==> src/rtl/adc_seq_pkg.sv <==
package adc_seq_pkg;
  typedef enum logic [1:0] {
    ST_IDLE  = 2'd0,
    ST_ARMED = 2'd1,
    ST_FRAME = 2'd2,
    ST_CONV  = 2'd3
  } seqState_t;

  typedef struct packed {
    logic loadShift;
    logic shiftOut;
    logic latchResult;
  } dpStrobe_t;
endpackage

==> src/rtl/adc_seq_sync.sv <==
module adc_seq_sync #(
  parameter int WIDTH = 3,
  parameter logic [WIDTH-1:0] RST_VAL = '0
) (
  input  logic             clk,
  input  logic             rstN,
  input  logic [WIDTH-1:0] pinRaw,
  output logic [WIDTH-1:0] syncNow,
  output logic [WIDTH-1:0] syncPrev
);
  logic [WIDTH-1:0] metaQ;
  logic [WIDTH-1:0] stableQ;
  logic [WIDTH-1:0] prevQ;

  always_ff @(posedge clk or negedge rstN) begin
    if (!rstN) begin
      metaQ   <= RST_VAL;
      stableQ <= RST_VAL;
      prevQ   <= RST_VAL;
    end else begin
      metaQ   <= pinRaw;
      stableQ <= metaQ;
      prevQ   <= stableQ;
    end
  end

  assign syncNow  = stableQ;
  assign syncPrev = prevQ;
endmodule

==> src/rtl/adc_seq_ctrl.sv <==
module adc_seq_ctrl
  import adc_seq_pkg::*;
#(
  parameter int FRAME_BITS   = 16,
  parameter int SAMPLE_START = 4,
  parameter int SAMPLE_LEN   = 12,
  parameter int CONV_CYCLES  = 350
) (
  input  logic      clk,
  input  logic      rstN,
  input  logic      csNow,
  input  logic      csPrev,
  input  logic      fsNow,
  input  logic      fsPrev,
  input  logic      sclkNow,
  input  logic      sclkPrev,
  output dpStrobe_t dpStrobe,
  output logic      sdoEn,
  output logic      sampleOn,
  output logic      convStart,
  output logic      busy,
  output logic      powerDown
);
  localparam int CNT_W  = $clog2(FRAME_BITS + 1);
  localparam int CONV_W = $clog2(CONV_CYCLES + 1);
  localparam logic [CNT_W-1:0]  LAST_BIT   = CNT_W'(FRAME_BITS - 1);
  localparam logic [CNT_W-1:0]  WIN_OPEN   = CNT_W'(SAMPLE_START);
  localparam logic [CNT_W-1:0]  WIN_CLOSE  = CNT_W'(SAMPLE_START + SAMPLE_LEN);
  localparam logic [CONV_W-1:0] LAST_CONV  = CONV_W'(CONV_CYCLES - 1);

  seqState_t         state, stateNxt;
  logic [CNT_W-1:0]  sclkCnt, sclkCntNxt;
  logic [CONV_W-1:0] convCnt, convCntNxt;
  logic              convStartQ, startPulse;

  logic csFall, csRise, fsRise, fsFall, sclkRise, sclkFall;
  assign csFall   = csPrev & ~csNow;
  assign csRise   = ~csPrev & csNow;
  assign fsRise   = ~fsPrev & fsNow;
  assign fsFall   = fsPrev & ~fsNow;
  assign sclkRise = ~sclkPrev & sclkNow;
  assign sclkFall = sclkPrev & ~sclkNow;

  always_comb begin
    stateNxt   = state;
    sclkCntNxt = sclkCnt;
    convCntNxt = convCnt;
    dpStrobe   = '0;
    startPulse = 1'b0;
    case (state)
      ST_IDLE: begin
        if (csFall) begin
          dpStrobe.loadShift = 1'b1;
          sclkCntNxt         = '0;
          stateNxt           = fsNow ? ST_FRAME : ST_ARMED;
        end else if (fsRise && !csNow) begin
          dpStrobe.loadShift = 1'b1;
          stateNxt           = ST_ARMED;
        end
      end
      ST_ARMED: begin
        if (csRise) begin
          stateNxt = ST_IDLE;
        end else if (fsFall) begin
          sclkCntNxt = '0;
          stateNxt   = ST_FRAME;
        end
      end
      ST_FRAME: begin
        if (csRise) begin
          stateNxt = ST_IDLE;
        end else if (sclkFall) begin
          sclkCntNxt = sclkCnt + CNT_W'(1);
          if (sclkCnt == LAST_BIT) begin
            stateNxt   = ST_CONV;
            convCntNxt = '0;
            startPulse = 1'b1;
          end
        end else if (sclkRise && sclkCnt != '0) begin
          dpStrobe.shiftOut = 1'b1;
        end
      end
      ST_CONV: begin
        if (csRise || fsRise) begin
          stateNxt = ST_IDLE;
        end else if (convCnt == LAST_CONV) begin
          dpStrobe.latchResult = 1'b1;
          stateNxt             = ST_IDLE;
        end else begin
          convCntNxt = convCnt + CONV_W'(1);
        end
      end
      default: stateNxt = ST_IDLE;
    endcase
  end

  always_ff @(posedge clk or negedge rstN) begin
    if (!rstN) begin
      state      <= ST_IDLE;
      sclkCnt    <= '0;
      convCnt    <= '0;
      convStartQ <= 1'b0;
    end else begin
      state      <= stateNxt;
      sclkCnt    <= sclkCntNxt;
      convCnt    <= convCntNxt;
      convStartQ <= startPulse;
    end
  end

  assign sdoEn     = (state == ST_ARMED) || (state == ST_FRAME);
  assign sampleOn  = (state == ST_FRAME) && (sclkCnt >= WIN_OPEN) && (sclkCnt < WIN_CLOSE);
  assign busy      = (state == ST_CONV);
  assign powerDown = (state == ST_IDLE);
  assign convStart = convStartQ;
endmodule

==> src/rtl/adc_seq_dpath.sv <==
module adc_seq_dpath
  import adc_seq_pkg::*;
#(
  parameter int DATA_W     = 12,
  parameter int FRAME_BITS = 16
) (
  input  logic              clk,
  input  logic              rstN,
  input  dpStrobe_t         dpStrobe,
  input  logic [DATA_W-1:0] resultIn,
  output logic              sdoData
);
  localparam int PAD_W = FRAME_BITS - DATA_W;

  logic [DATA_W-1:0]     heldResult;
  logic [FRAME_BITS-1:0] shiftReg;
  logic [FRAME_BITS-1:0] loadWord;

  generate
    if (PAD_W > 0) begin : g_pad
      assign loadWord = {heldResult, {PAD_W{1'b0}}};
    end else begin : g_nopad
      assign loadWord = heldResult;
    end
  endgenerate

  always_ff @(posedge clk or negedge rstN) begin
    if (!rstN) begin
      heldResult <= '0;
      shiftReg   <= '0;
    end else begin
      if (dpStrobe.latchResult) heldResult <= resultIn;
      if (dpStrobe.loadShift) begin
        shiftReg <= loadWord;
      end else if (dpStrobe.shiftOut) begin
        shiftReg <= {shiftReg[FRAME_BITS-2:0], 1'b0};
      end
    end
  end

  assign sdoData = shiftReg[FRAME_BITS-1];
endmodule

==> src/rtl/adc_frame_seq.sv <==
module adc_frame_seq
  import adc_seq_pkg::*;
#(
  parameter int DATA_W       = 12,
  parameter int FRAME_BITS   = 16,
  parameter int SAMPLE_START = 4,
  parameter int SAMPLE_LEN   = 12,
  parameter int SYS_CLK_MHZ  = 100,
  parameter int CONV_NS      = 3500
) (
  input  logic              clk,
  input  logic              rstN,
  input  logic              csN,
  input  logic              fs,
  input  logic              sclk,
  input  logic [DATA_W-1:0] resultIn,
  output logic              sdoData,
  output logic              sdoEn,
  output logic              sampleOn,
  output logic              convStart,
  output logic              busy,
  output logic              powerDown
);
  localparam int CONV_CYCLES = SYS_CLK_MHZ * CONV_NS / 1000;

  logic [2:0] pinNow, pinPrev;
  dpStrobe_t  dpStrobe;

  adc_seq_sync #(.WIDTH(3), .RST_VAL(3'b011)) u_sync (
    .clk     (clk),
    .rstN    (rstN),
    .pinRaw  ({sclk, fs, csN}),
    .syncNow (pinNow),
    .syncPrev(pinPrev)
  );

  adc_seq_ctrl #(
    .FRAME_BITS  (FRAME_BITS),
    .SAMPLE_START(SAMPLE_START),
    .SAMPLE_LEN  (SAMPLE_LEN),
    .CONV_CYCLES (CONV_CYCLES)
  ) u_ctrl (
    .clk      (clk),
    .rstN     (rstN),
    .csNow    (pinNow[0]),
    .csPrev   (pinPrev[0]),
    .fsNow    (pinNow[1]),
    .fsPrev   (pinPrev[1]),
    .sclkNow  (pinNow[2]),
    .sclkPrev (pinPrev[2]),
    .dpStrobe (dpStrobe),
    .sdoEn    (sdoEn),
    .sampleOn (sampleOn),
    .convStart(convStart),
    .busy     (busy),
    .powerDown(powerDown)
  );

  adc_seq_dpath #(.DATA_W(DATA_W), .FRAME_BITS(FRAME_BITS)) u_dpath (
    .clk     (clk),
    .rstN    (rstN),
    .dpStrobe(dpStrobe),
    .resultIn(resultIn),
    .sdoData (sdoData)
  );
endmodule

==> config.mk <==
export PLATFORM = sky130hd
export DESIGN_NAME = adc_frame_seq
export DESIGN_NICKNAME = d
export VERILOG_FILES = /design/src/rtl/adc_seq_pkg.sv /design/src/rtl/adc_seq_sync.sv /design/src/rtl/adc_seq_ctrl.sv /design/src/rtl/adc_seq_dpath.sv /design/src/rtl/adc_frame_seq.sv
export SDC_FILE = /design/constraint.sdc
export NUM_CORES = 1
export LEC_CHECK = 0
export BUFFER_PORTS_ARGS = -buffer_cell sky130_fd_sc_hd__clkbuf_2
export CORE_MARGIN = 1
export CORE_UTILIZATION = 49
export CTS_BUF_LIST = sky130_fd_sc_hd__clkbuf_16
export DETAILED_ROUTE_END_ITERATION = 10
export GPL_TIMING_DRIVEN = 0
export PLACE_DENSITY = 0.68
export SETUP_SLACK_MARGIN = 0.3
export SYNTH_ARGS = -nofsm -noshare
export SYNTH_HDL_FRONTEND = slang
export SYNTH_HIERARCHICAL = 1
export SYNTH_SLANG_ARGS = --single-unit
==> constraint.sdc <==
create_clock -name clk -period 2.6 [get_ports clk]
set_input_delay 0.78 -clock clk [delete_from_list [all_inputs] [get_ports clk]]
set_output_delay 0.78 -clock clk [all_outputs]
set_load 0.05 [all_outputs]
==> results of run 1 <==
[placed cells by master (no fill, tap or decap), types with 2 or more instances in the layout]
master and n:
a21oi_1 6, and2b_1 2, buf_4 3, and3_1 2
clkbuf_2 21, mux2i_1 11, o21ai_1 9, a31oi_1 4
ha_1 8, nor2_1 4, nand3_1 5, nand4_1 4
inv_1 10, clkinvlp_4 2, mux2_1 2, mux2_2 12
buf_2 3, o21ai_0 21, dfrtp_1 44, nand2_1 29
dfstp_2 6, nand4b_1 3, clkbuf_8 2, nor3_1 3
buf_6 2, a21o_1 2, o21a_1 2, nand2b_1 6
clkbuf_16 5
[cells in the mapped netlist, drive strengths merged]
library cell	count
nor3	4
ha	9
a2111oi	1
dfstp	6
a31oi	4
clkbuf	2
nand4	5
or2b	1
mux2	14
xor2	1
o21ai	31
a21boi	1
nand2	29
a2bb2oi	1
nand3	6
nand2b	7
buf	5
a21o	2
dfrtp	44
a22o	1
and3b	1
nor4	1
mux2i	11
nand4b	3
a211oi	1
and2b	2
inv	10
or4	1
nor2	5
o21a	2
or3	1
nor3b	2
o22ai	1
nand3b	1
a221oi	1
and3	3
a21oi	6
[cells by family (layout without fill, tap and decap cells)]
family | after synthesis | in the layout | synth area share (%)
adder cells (fa/ha/maj) | 9 | 9 | 4.62
flip-flops | 50 | 50 | 51.7
AO/OA/AOI/OAI | 52 | 52 | 12.8
AND/OR/NAND/NOR | 72 | 72 | 16.0
buffers and inverters | 17 | 50 | 3.49
XOR/XNOR | 1 | 1 | 0.360
multiplexers | 25 | 25 | 11.0
[report_power, final]
group / switching, W / internal [W] / total [W]
Sequential: 0.0000440 / 0.000820 / 0.000864
Clock: 0.000271 / 0.000353 / 0.000624
Combinational: 0.000393 / 0.000196 / 0.000589
Total: 0.000708 / 0.00137 / 0.00208
[through the flow]
step	setup WS, ns	cell area (um^2)	instances
floorplan	0.377	2450	226
detailed placement	0.233	2640	315
finish	0.374	2870	326
global route	0.308	2870	326
CTS	0.310	2830	325
global placement	0.244	2640	315
[worst max-delay path by stage]
| stage | slack, ns | endpoint | cells past startpoint | startpoint |
|---|---|---|---|---|
| after CTS | 0.31 | u_dpath/heldResult[8] | 6 | u_ctrl/state[1] |
| after detailed placement | 0.23 | sampleOn | 5 | u_ctrl/state[0] |
| after global placement | 0.24 | sampleOn | 5 | u_ctrl/state[0] |
| after floorplan | 0.38 | sampleOn | 4 | u_ctrl/state[0] |
| final | 0.37 | sampleOn | 5 | u_ctrl/state[0] |
| after global routing | 0.31 | sampleOn | 5 | u_ctrl/state[0] |
[per-layer routing]
metal  vias to the layer above  wire length [um]  global-route usage, %
li1                        870                 -                      -
met1                       817              2130                   26.4
met2                        25              2120                   30.3
met3                         4               133                   4.58
met4                         0                69                   8.28
met5                         -                 0                      0
[layout make-up]
class | instances | area, um^2
fillers | 421 | 1880
flip-flops and latches | 50 | 1260
multi-input cells | 159 | 1140
repair buffers | 25 | 154
clock buffers | 5 | 125
well taps | 67 | 83.8
plain buffers | 7 | 58.8
inverters | 10 | 37.5
clock inverters | 3 | 18.8
[worst max-delay path: stages, from the launching register on]
cell and delay (ns):
dfrtp_1 0.42, inv_2 0.10, ha_4 0.14, clkbuf_8 0.12
nor3b_4 0.18, clkbuf_8 0.21
[repair_timing]
action,CTS,global route
cloned,0,0
endpoints found under the setup margin,9,17
buffers inserted,2,0
pin swaps,0,0
gates resized for setup,7,6
hold buffers,0,0
[registers in the layout, summed over array words and instances, names as in the netlist]
register            count
u_sync/syncPrev         3
u_ctrl/convStart        1
u_ctrl/convCnt          9
u_ctrl/sclkCnt          5
u_sync/syncNow          3
u_dpath/heldResult     12
u_sync/metaQ            3
u_ctrl/state            2
u_dpath/shiftReg       12
==> results.sh, run 1 <==
export IMPL_syn_avg_cell_area_um2=10.8
export IMPL_area_growth_syn_to_layout_pct=17.9
export IMPL_reg2reg_depth=8
export IMPL_maxCapViolCount=0
export IMPL_nNetsFinal=284
export IMPL_ys_seq_area_share_pct=51.7
export IMPL_fin_crit_sh_pct=85.6
export IMPL_relSlewSlack_pct=56.0
export IMPL_io_buffers=22
export IMPL_power_leakage_nw=1.29
export IMPL_io_pins=23
export IMPL_antenna_cells=0
export IMPL_rsz0062_at_grt="no"
export IMPL_crit_required_ns=1.82
export IMPL_cp_end_kind="primary output"
export IMPL_utilization_pct=60.4
export IMPL_ctsLongestPathBuffers=2
export IMPL_ys_types=46
export IMPL_skew_ns=0.00705
export IMPL_cts_root_buf="clkbuf_16"
export IMPL_hp_class="in -> async"
export IMPL_clock_sinks=50
export IMPL_yosysTopAreaCell="dfrtp_1"
export IMPL_ir_drop_v=0.000445
export IMPL_wl_per_cell_um=13.6
export IMPL_die_x_um=72.5
export IMPL_drive_above_1_share_pct=27.0
export IMPL_yosys_top_cells_area="dfrtp_1 (45%), dfstp_2 (6.5%), mux2_2 (5.5%)"
export IMPL_grt_max_degree=51
export IMPL_via_per_inst=5.26
export IMPL_drc_errors=0
export IMPL_die_y_um=72.5
export IMPL_fin_setup_tns_ns=0
export IMPL_finalPower_w=0.00208
export IMPL_ys_warn_count=6
export IMPL_cts_clk_slew_worst_paths_ns=0.06
export IMPL_hold_ws_ns=0.346
export IMPL_synth_top_cell_area_share_pct=45.2
export IMPL_grt_pass1_vias=1701
export IMPL_wirelength_mm=4.45
export IMPL_outcome="completed"
export IMPL_routabilityCongestion=0.789
export IMPL_crit_type="reg -> out"
export IMPL_setup_reg_to_reg_worst_slack_ns=0.45
export IMPL_antenna_found_initial=0
export IMPL_p_per_area_nw_per_um2=723
export IMPL_die_area_um2=5260
export IMPL_start_util_pct=51.2
export IMPL_ant_nets=0
export IMPL_worst_slew_pin_slew_ns=0.655
export IMPL_dpl_hpwl_mm=3.07
export IMPL_via_count=1716
export IMPL_grt_pass1_wl_mm=7.72
export IMPL_drtIter0Drc=145
export IMPL_synth_nets=252
export IMPL_reg2reg_to="u_ctrl/convCnt[2]"
export IMPL_dr_pass1_iters=4
export IMPL_fp_coreArea_um2=4750
export IMPL_fmax_mhz=449
export IMPL_worstPathArrival_ns=1.45
export IMPL_insertion_delay_ns=0.29
export IMPL_cts_tree="done"
export IMPL_timing_rr_start="u_ctrl/sclkCnt[0]"
export IMPL_drv_slew=0
export IMPL_cp_max_fo=4
export IMPL_finalSetupViolCount=0
export IMPL_fin_crit_ns=2.23
export IMPL_rows=25
export IMPL_netlist_instances=226
export IMPL_grt_overflow_total=0
export IMPL_cts_max_level=2
export IMPL_cp_start_kind="register"
export IMPL_syn_area_um2=2440
export IMPL_track_usage_pct=19.5
export IMPL_ys_ff_latch=50
export IMPL_cts_buffers=5
export IMPL_hold_violations=0
Power figures use the tool's default switching activity.
==> run 2: changes to the inputs <==
- CORE_UTILIZATION: 49 -> 40
- PLACE_DENSITY: 0.68 -> unset
==> results.sh, run 2 (synthesis results as in run 1) <==
export IMPL_outcome="completed"
export IMPL_maxCapViolCount=0
export IMPL_skew_ns=0.00703
export IMPL_ir_drop_v=0.000417
export IMPL_wl_per_cell_um=14.0
export IMPL_cts_tree="done"
export IMPL_layout_commonest_cell="dfrtp_1"
export IMPL_grt_pass1_wl_mm=8.07
export IMPL_ant_nets=0
export IMPL_cts_clk_slew_worst_paths_ns=0.07
export IMPL_cts_max_level=2
export IMPL_hp_class="in -> async"
export IMPL_insertion_delay_ns=0.29
export IMPL_power_leakage_nw=1.31
export IMPL_io_buffers=22
export IMPL_largestRegisters="u_dpath/heldResult x12, u_dpath/shiftReg x12, u_ctrl/convCnt x9"
export IMPL_start_util_pct=41.4
export IMPL_worstPathCellList="inv_2 > ha_4 > clkbuf_16 > nor3b_4 > buf_8"
export IMPL_dr_pass1_iters=4
export IMPL_crit_type="reg -> out"
export IMPL_die_area_um2=6410
export IMPL_hold_violations=0
export IMPL_wirelength_mm=4.70
export IMPL_fp_coreArea_um2=5890
export IMPL_worstPathArrival_ns=1.45
export IMPL_antenna_cells=0
export IMPL_grt_overflow_total=0
export IMPL_p_per_area_nw_per_um2=760
export IMPL_area_growth_syn_to_layout_pct=20.1
export IMPL_drtIter0Drc=101
export IMPL_crit_required_ns=1.82
export IMPL_dpl_hpwl_mm=3.21
export IMPL_io_pins=23
export IMPL_relSlewSlack_pct=55.9
export IMPL_nNetsFinal=285
export IMPL_grt_pass1_vias=1660
export IMPL_seqCellArea_um2=1260
export IMPL_nFillCells=557
export IMPL_die_x_um=80.0
export IMPL_fmax_mhz=447
export IMPL_via_count=1742
export IMPL_drive_above_1_share_pct=27.3
export IMPL_antenna_found_initial=0
export IMPL_drc_errors=0
export IMPL_drv_slew=0
export IMPL_slowest_delay_ns=0.39
export IMPL_finalSetupViolCount=0
export IMPL_rsz0062_at_grt="no"
export IMPL_via_per_inst=5.20
export IMPL_worst_slew_pin_slew_ns=0.657
export IMPL_cp_start_kind="register"
export IMPL_cp_end_kind="primary output"
export IMPL_cts_buffers=5
export IMPL_multi_input_area_um2=1130
export IMPL_track_usage_pct=16.8
export IMPL_rows=28
export IMPL_crit_slowest_cell="dfrtp_1"
export IMPL_routabilityCongestion=0.769
export IMPL_fin_setup_tns_ns=0
export IMPL_fin_crit_ns=2.23
export IMPL_die_y_um=80.0
export IMPL_ctsLongestPathBuffers=2
export IMPL_cts_hold_buf=0
export IMPL_clock_sinks=50
export IMPL_fin_crit_sh_pct=86.0
export IMPL_cp_max_fo=10
export IMPL_finalPower_w=0.00222
export IMPL_final_cell_mix="dfrtp_1 (44), nand2_1 (29), o21ai_0 (22), clkbuf_2 (21), mux2_2 (12)"
export IMPL_cts_root_buf="clkbuf_16"
export IMPL_grt_max_degree=51
-- run 2: worst paths after layout --
path | depth (start not counted) | end | slack [ns] | start
max | 5 | sampleOn | 0.37 | u_ctrl/state[0]
min | 1 | u_ctrl/convCnt[4] | 0.35 | rstN
max reg2reg | 8 | u_ctrl/convCnt[4] | 0.44 | u_ctrl/sclkCnt[0]
min reg2reg | 0 | u_sync/syncNow[0] | 0.36 | u_sync/metaQ[0]
max in group asynchronous | 2 | u_sync/syncPrev[0] | 1.70 | rstN
min in group clk | 0 | u_sync/syncNow[0] | 0.36 | u_sync/metaQ[0]
-- run 2: worst max-delay path, delay by kind of cell, from the launching register on --
family / cells / cell delay [ns]
buffers and inverters: 3 / 0.41
flip-flops: 1 / 0.39
adder cells (fa/ha/maj): 1 / 0.14
AND/OR/NAND/NOR: 1 / 0.22
-- run 2: what timing repair did --
action	CTS	global route
resized for setup	9	4
setup buffers	2	1
endpoints found under the setup margin	4	13
hold endpoints to repair	0	0
-- run 2: layout make-up --
type | instances | area share [%]
sequential | 50 | 43.0
multi-input combinational | 159 | 38.6
timing repair buffer | 26 | 5.56
clock buffer | 5 | 4.28
tap | 75 | 3.21
buffer | 7 | 2.39
clock inverter | 3 | 1.62
inverter | 10 | 1.28
-- run 2: report_power, final --
group          internal (W)  total, W  switching, W
sequential         0.000820  0.000859     0.0000386
combinational      0.000212  0.000606      0.000394
clock              0.000461  0.000759      0.000298
-- run 2: stage by stage --
step	utilization (%)	hold slack, ns	cell area [um^2]	instances	setup WS [ns]
after CTS	49.2	0.357	2890	333	0.326
final	49.7	0.348	2930	335	0.365
after global routing	49.7	0.360	2930	335	0.297
after global placement	45.1	0.334	2650	323	0.217
after detailed placement	45.1	0.348	2650	323	0.202
after floorplan	-	0.331	2450	226	0.377
-- run 2: routing by layer --
layer	up-vias	routed length [um]	global-route usage [%]	part of all wire [%]
li1	870	-	-	-
met3	5	107	3.43	2.3
met1	845	2390	24.2	51
met2	22	2140	24.7	45
met5	-	0	0	0
met4	0	64	6.43	1.4
==> run 3: changes to the inputs <==
- CAP_MARGIN: unset -> 25
- REMOVE_ABC_BUFFERS: unset -> 1
==> results.sh, run 3 (synthesis results as in run 1) <==
export IMPL_outcome="completed"
export IMPL_relSlewSlack_pct=64.9
export IMPL_worstPathArrival_ns=1.44
export IMPL_die_y_um=80.0
export IMPL_grt_pass1_wl_mm=7.63
export IMPL_rsz0062_at_grt="yes"
export IMPL_layout_commonest_cell="dfrtp_1"
export IMPL_place_ws_ns=0.0546
export IMPL_io_buffers=22
export IMPL_via_count=1697
export IMPL_ir_drop_v=0.000543
export IMPL_finalSetupViolCount=0
export IMPL_wirelength_mm=4.23
export IMPL_fin_crit_ns=2.22
export IMPL_worst_slew_pin_slew_ns=0.527
export IMPL_crit_type="reg -> out"
export IMPL_insertion_delay_ns=0.28
export IMPL_grt_pass1_vias=1679
export IMPL_crit_required_ns=1.82
export IMPL_rows=28
export IMPL_antenna_found_initial=0
export IMPL_grt_max_degree=36
export IMPL_cp_start_kind="register"
export IMPL_ctsLongestPathBuffers=2
export IMPL_ant_nets=0
export IMPL_hp_class="reg -> reg"
export IMPL_worstPathCellList="inv_1 > ha_4 > nor3b_1 > buf_4"
export IMPL_fp_coreArea_um2=5890
export IMPL_p_per_area_nw_per_um2=720
export IMPL_routabilityCongestion=0.770
export IMPL_die_area_um2=6410
export IMPL_cts_buffers=5
export IMPL_area_growth_syn_to_layout_pct=16.7
export IMPL_fin_crit_sh_pct=85.5
export IMPL_placed_cells=318
export IMPL_maxCapViolCount=0
export IMPL_die_x_um=80.0
export IMPL_via_per_inst=5.17
export IMPL_track_usage_pct=15.6
export IMPL_cp_end_kind="primary output"
export IMPL_power_leakage_nw=1.26
export IMPL_hold_violations=0
export IMPL_cts_tree="done"
export IMPL_wl_per_cell_um=12.9
export IMPL_slowest_delay_ns=0.41
export IMPL_grt_overflow_total=0
export IMPL_nNetsFinal=278
export IMPL_setup_ws_ns=0.378
export IMPL_finalPower_w=0.00205
export IMPL_drc_errors=0
export IMPL_crit_slowest_cell="dfrtp_1"
export IMPL_dr_pass1_iters=4
export IMPL_final_cell_mix="dfrtp_1 (44), nand2_1 (29), o21ai_0 (22), clkbuf_2 (21)"
export IMPL_clock_sinks=50
export IMPL_fmax_mhz=450
export IMPL_cts_root_buf="clkbuf_16"
export IMPL_cts_max_level=2
export IMPL_drtIter0Drc=88
export IMPL_utilization_pct=48.3
export IMPL_antenna_cells=0
export IMPL_skew_ns=0.00529
export IMPL_io_pins=23
export IMPL_drv_slew=0
export IMPL_dpl_hpwl_mm=3.04
export IMPL_start_util_pct=41.4
export IMPL_stdcell_count=328
export IMPL_cp_max_fo=7
export IMPL_drive_above_1_share_pct=24.9
export IMPL_largestRegisters="u_dpath/heldResult x12, u_dpath/shiftReg x12, u_ctrl/convCnt x9"
export IMPL_cts_clk_slew_worst_paths_ns=0.06
run 3: worst paths after layout:
check                                   from                  to  slack (ns)  cells after the start
min in group asynchronous               rstN   u_ctrl/convCnt[5]        0.43                      1
max in group asynchronous               rstN  u_sync/syncPrev[0]        1.58                      2
max                          u_ctrl/state[0]            sampleOn        0.38                      4
max reg2reg                u_ctrl/sclkCnt[1]   u_ctrl/convCnt[2]        0.47                      8
min reg2reg                  u_sync/metaQ[0]   u_sync/syncNow[0]        0.36                      0
min                          u_sync/metaQ[0]   u_sync/syncNow[0]        0.36                      0
run 3: area by class of cell:
class	instances	area [um^2]
Sequential cell	50	1260
Inverter	10	37.5
Tap cell	75	93.8
Fill cell	548	3040
Multi-Input combinational cell	159	1150
Clock inverter	3	15.0
Clock buffer	5	125
Timing Repair Buffer	26	159
run 3: routing by layer:
| metal | track usage (%) | part of all wire [%] | vias up |
|---|---|---|---|
| li1 | - | - | 861 |
| met1 | 21.0 | 49 | 788 |
| met2 | 23.8 | 45 | 36 |
| met3 | 3.77 | 3.4 | 12 |
| met4 | 6.79 | 2.2 | 0 |
| met5 | 0 | 0 | - |
run 3: critical path: cells and delay by family, from the launching register on:
family,cells,cell delay (ns)
adder cells (fa/ha/maj),1,0.19
buffers and inverters,2,0.37
flip-flops,1,0.41
AND/OR/NAND/NOR,1,0.19
run 3: report_power, final:
group          switching (W)  leakage [nW]  internal (W)
logic               0.000379         0.518      0.000189
registers          0.0000415         0.667      0.000820
clock network       0.000266        0.0724      0.000350
total               0.000687          1.26       0.00136
run 3: through the flow:
| step | hold slack, ns | TNS [ns] | cell area, um^2 |
|---|---|---|---|
| 2_1_floorplan | 0.331 | -1.87 | 2390 |
| 3_3_place_gp | 0.337 | -4.95 | 2590 |
| 3_5_place_dp | 0.339 | 0 | 2640 |
| 4_1_cts | 0.358 | 0 | 2780 |
| 5_1_grt | 0.365 | 0 | 2840 |
| 6_report | 0.356 | 0 | 2840 |
run 3: what timing repair did:
item	4_1_cts	5_1_grt
pin swaps	0	0
setup buffers	0	2
resized for setup	2	9
setup endpoints to repair	27	31
hold buffers	0	0
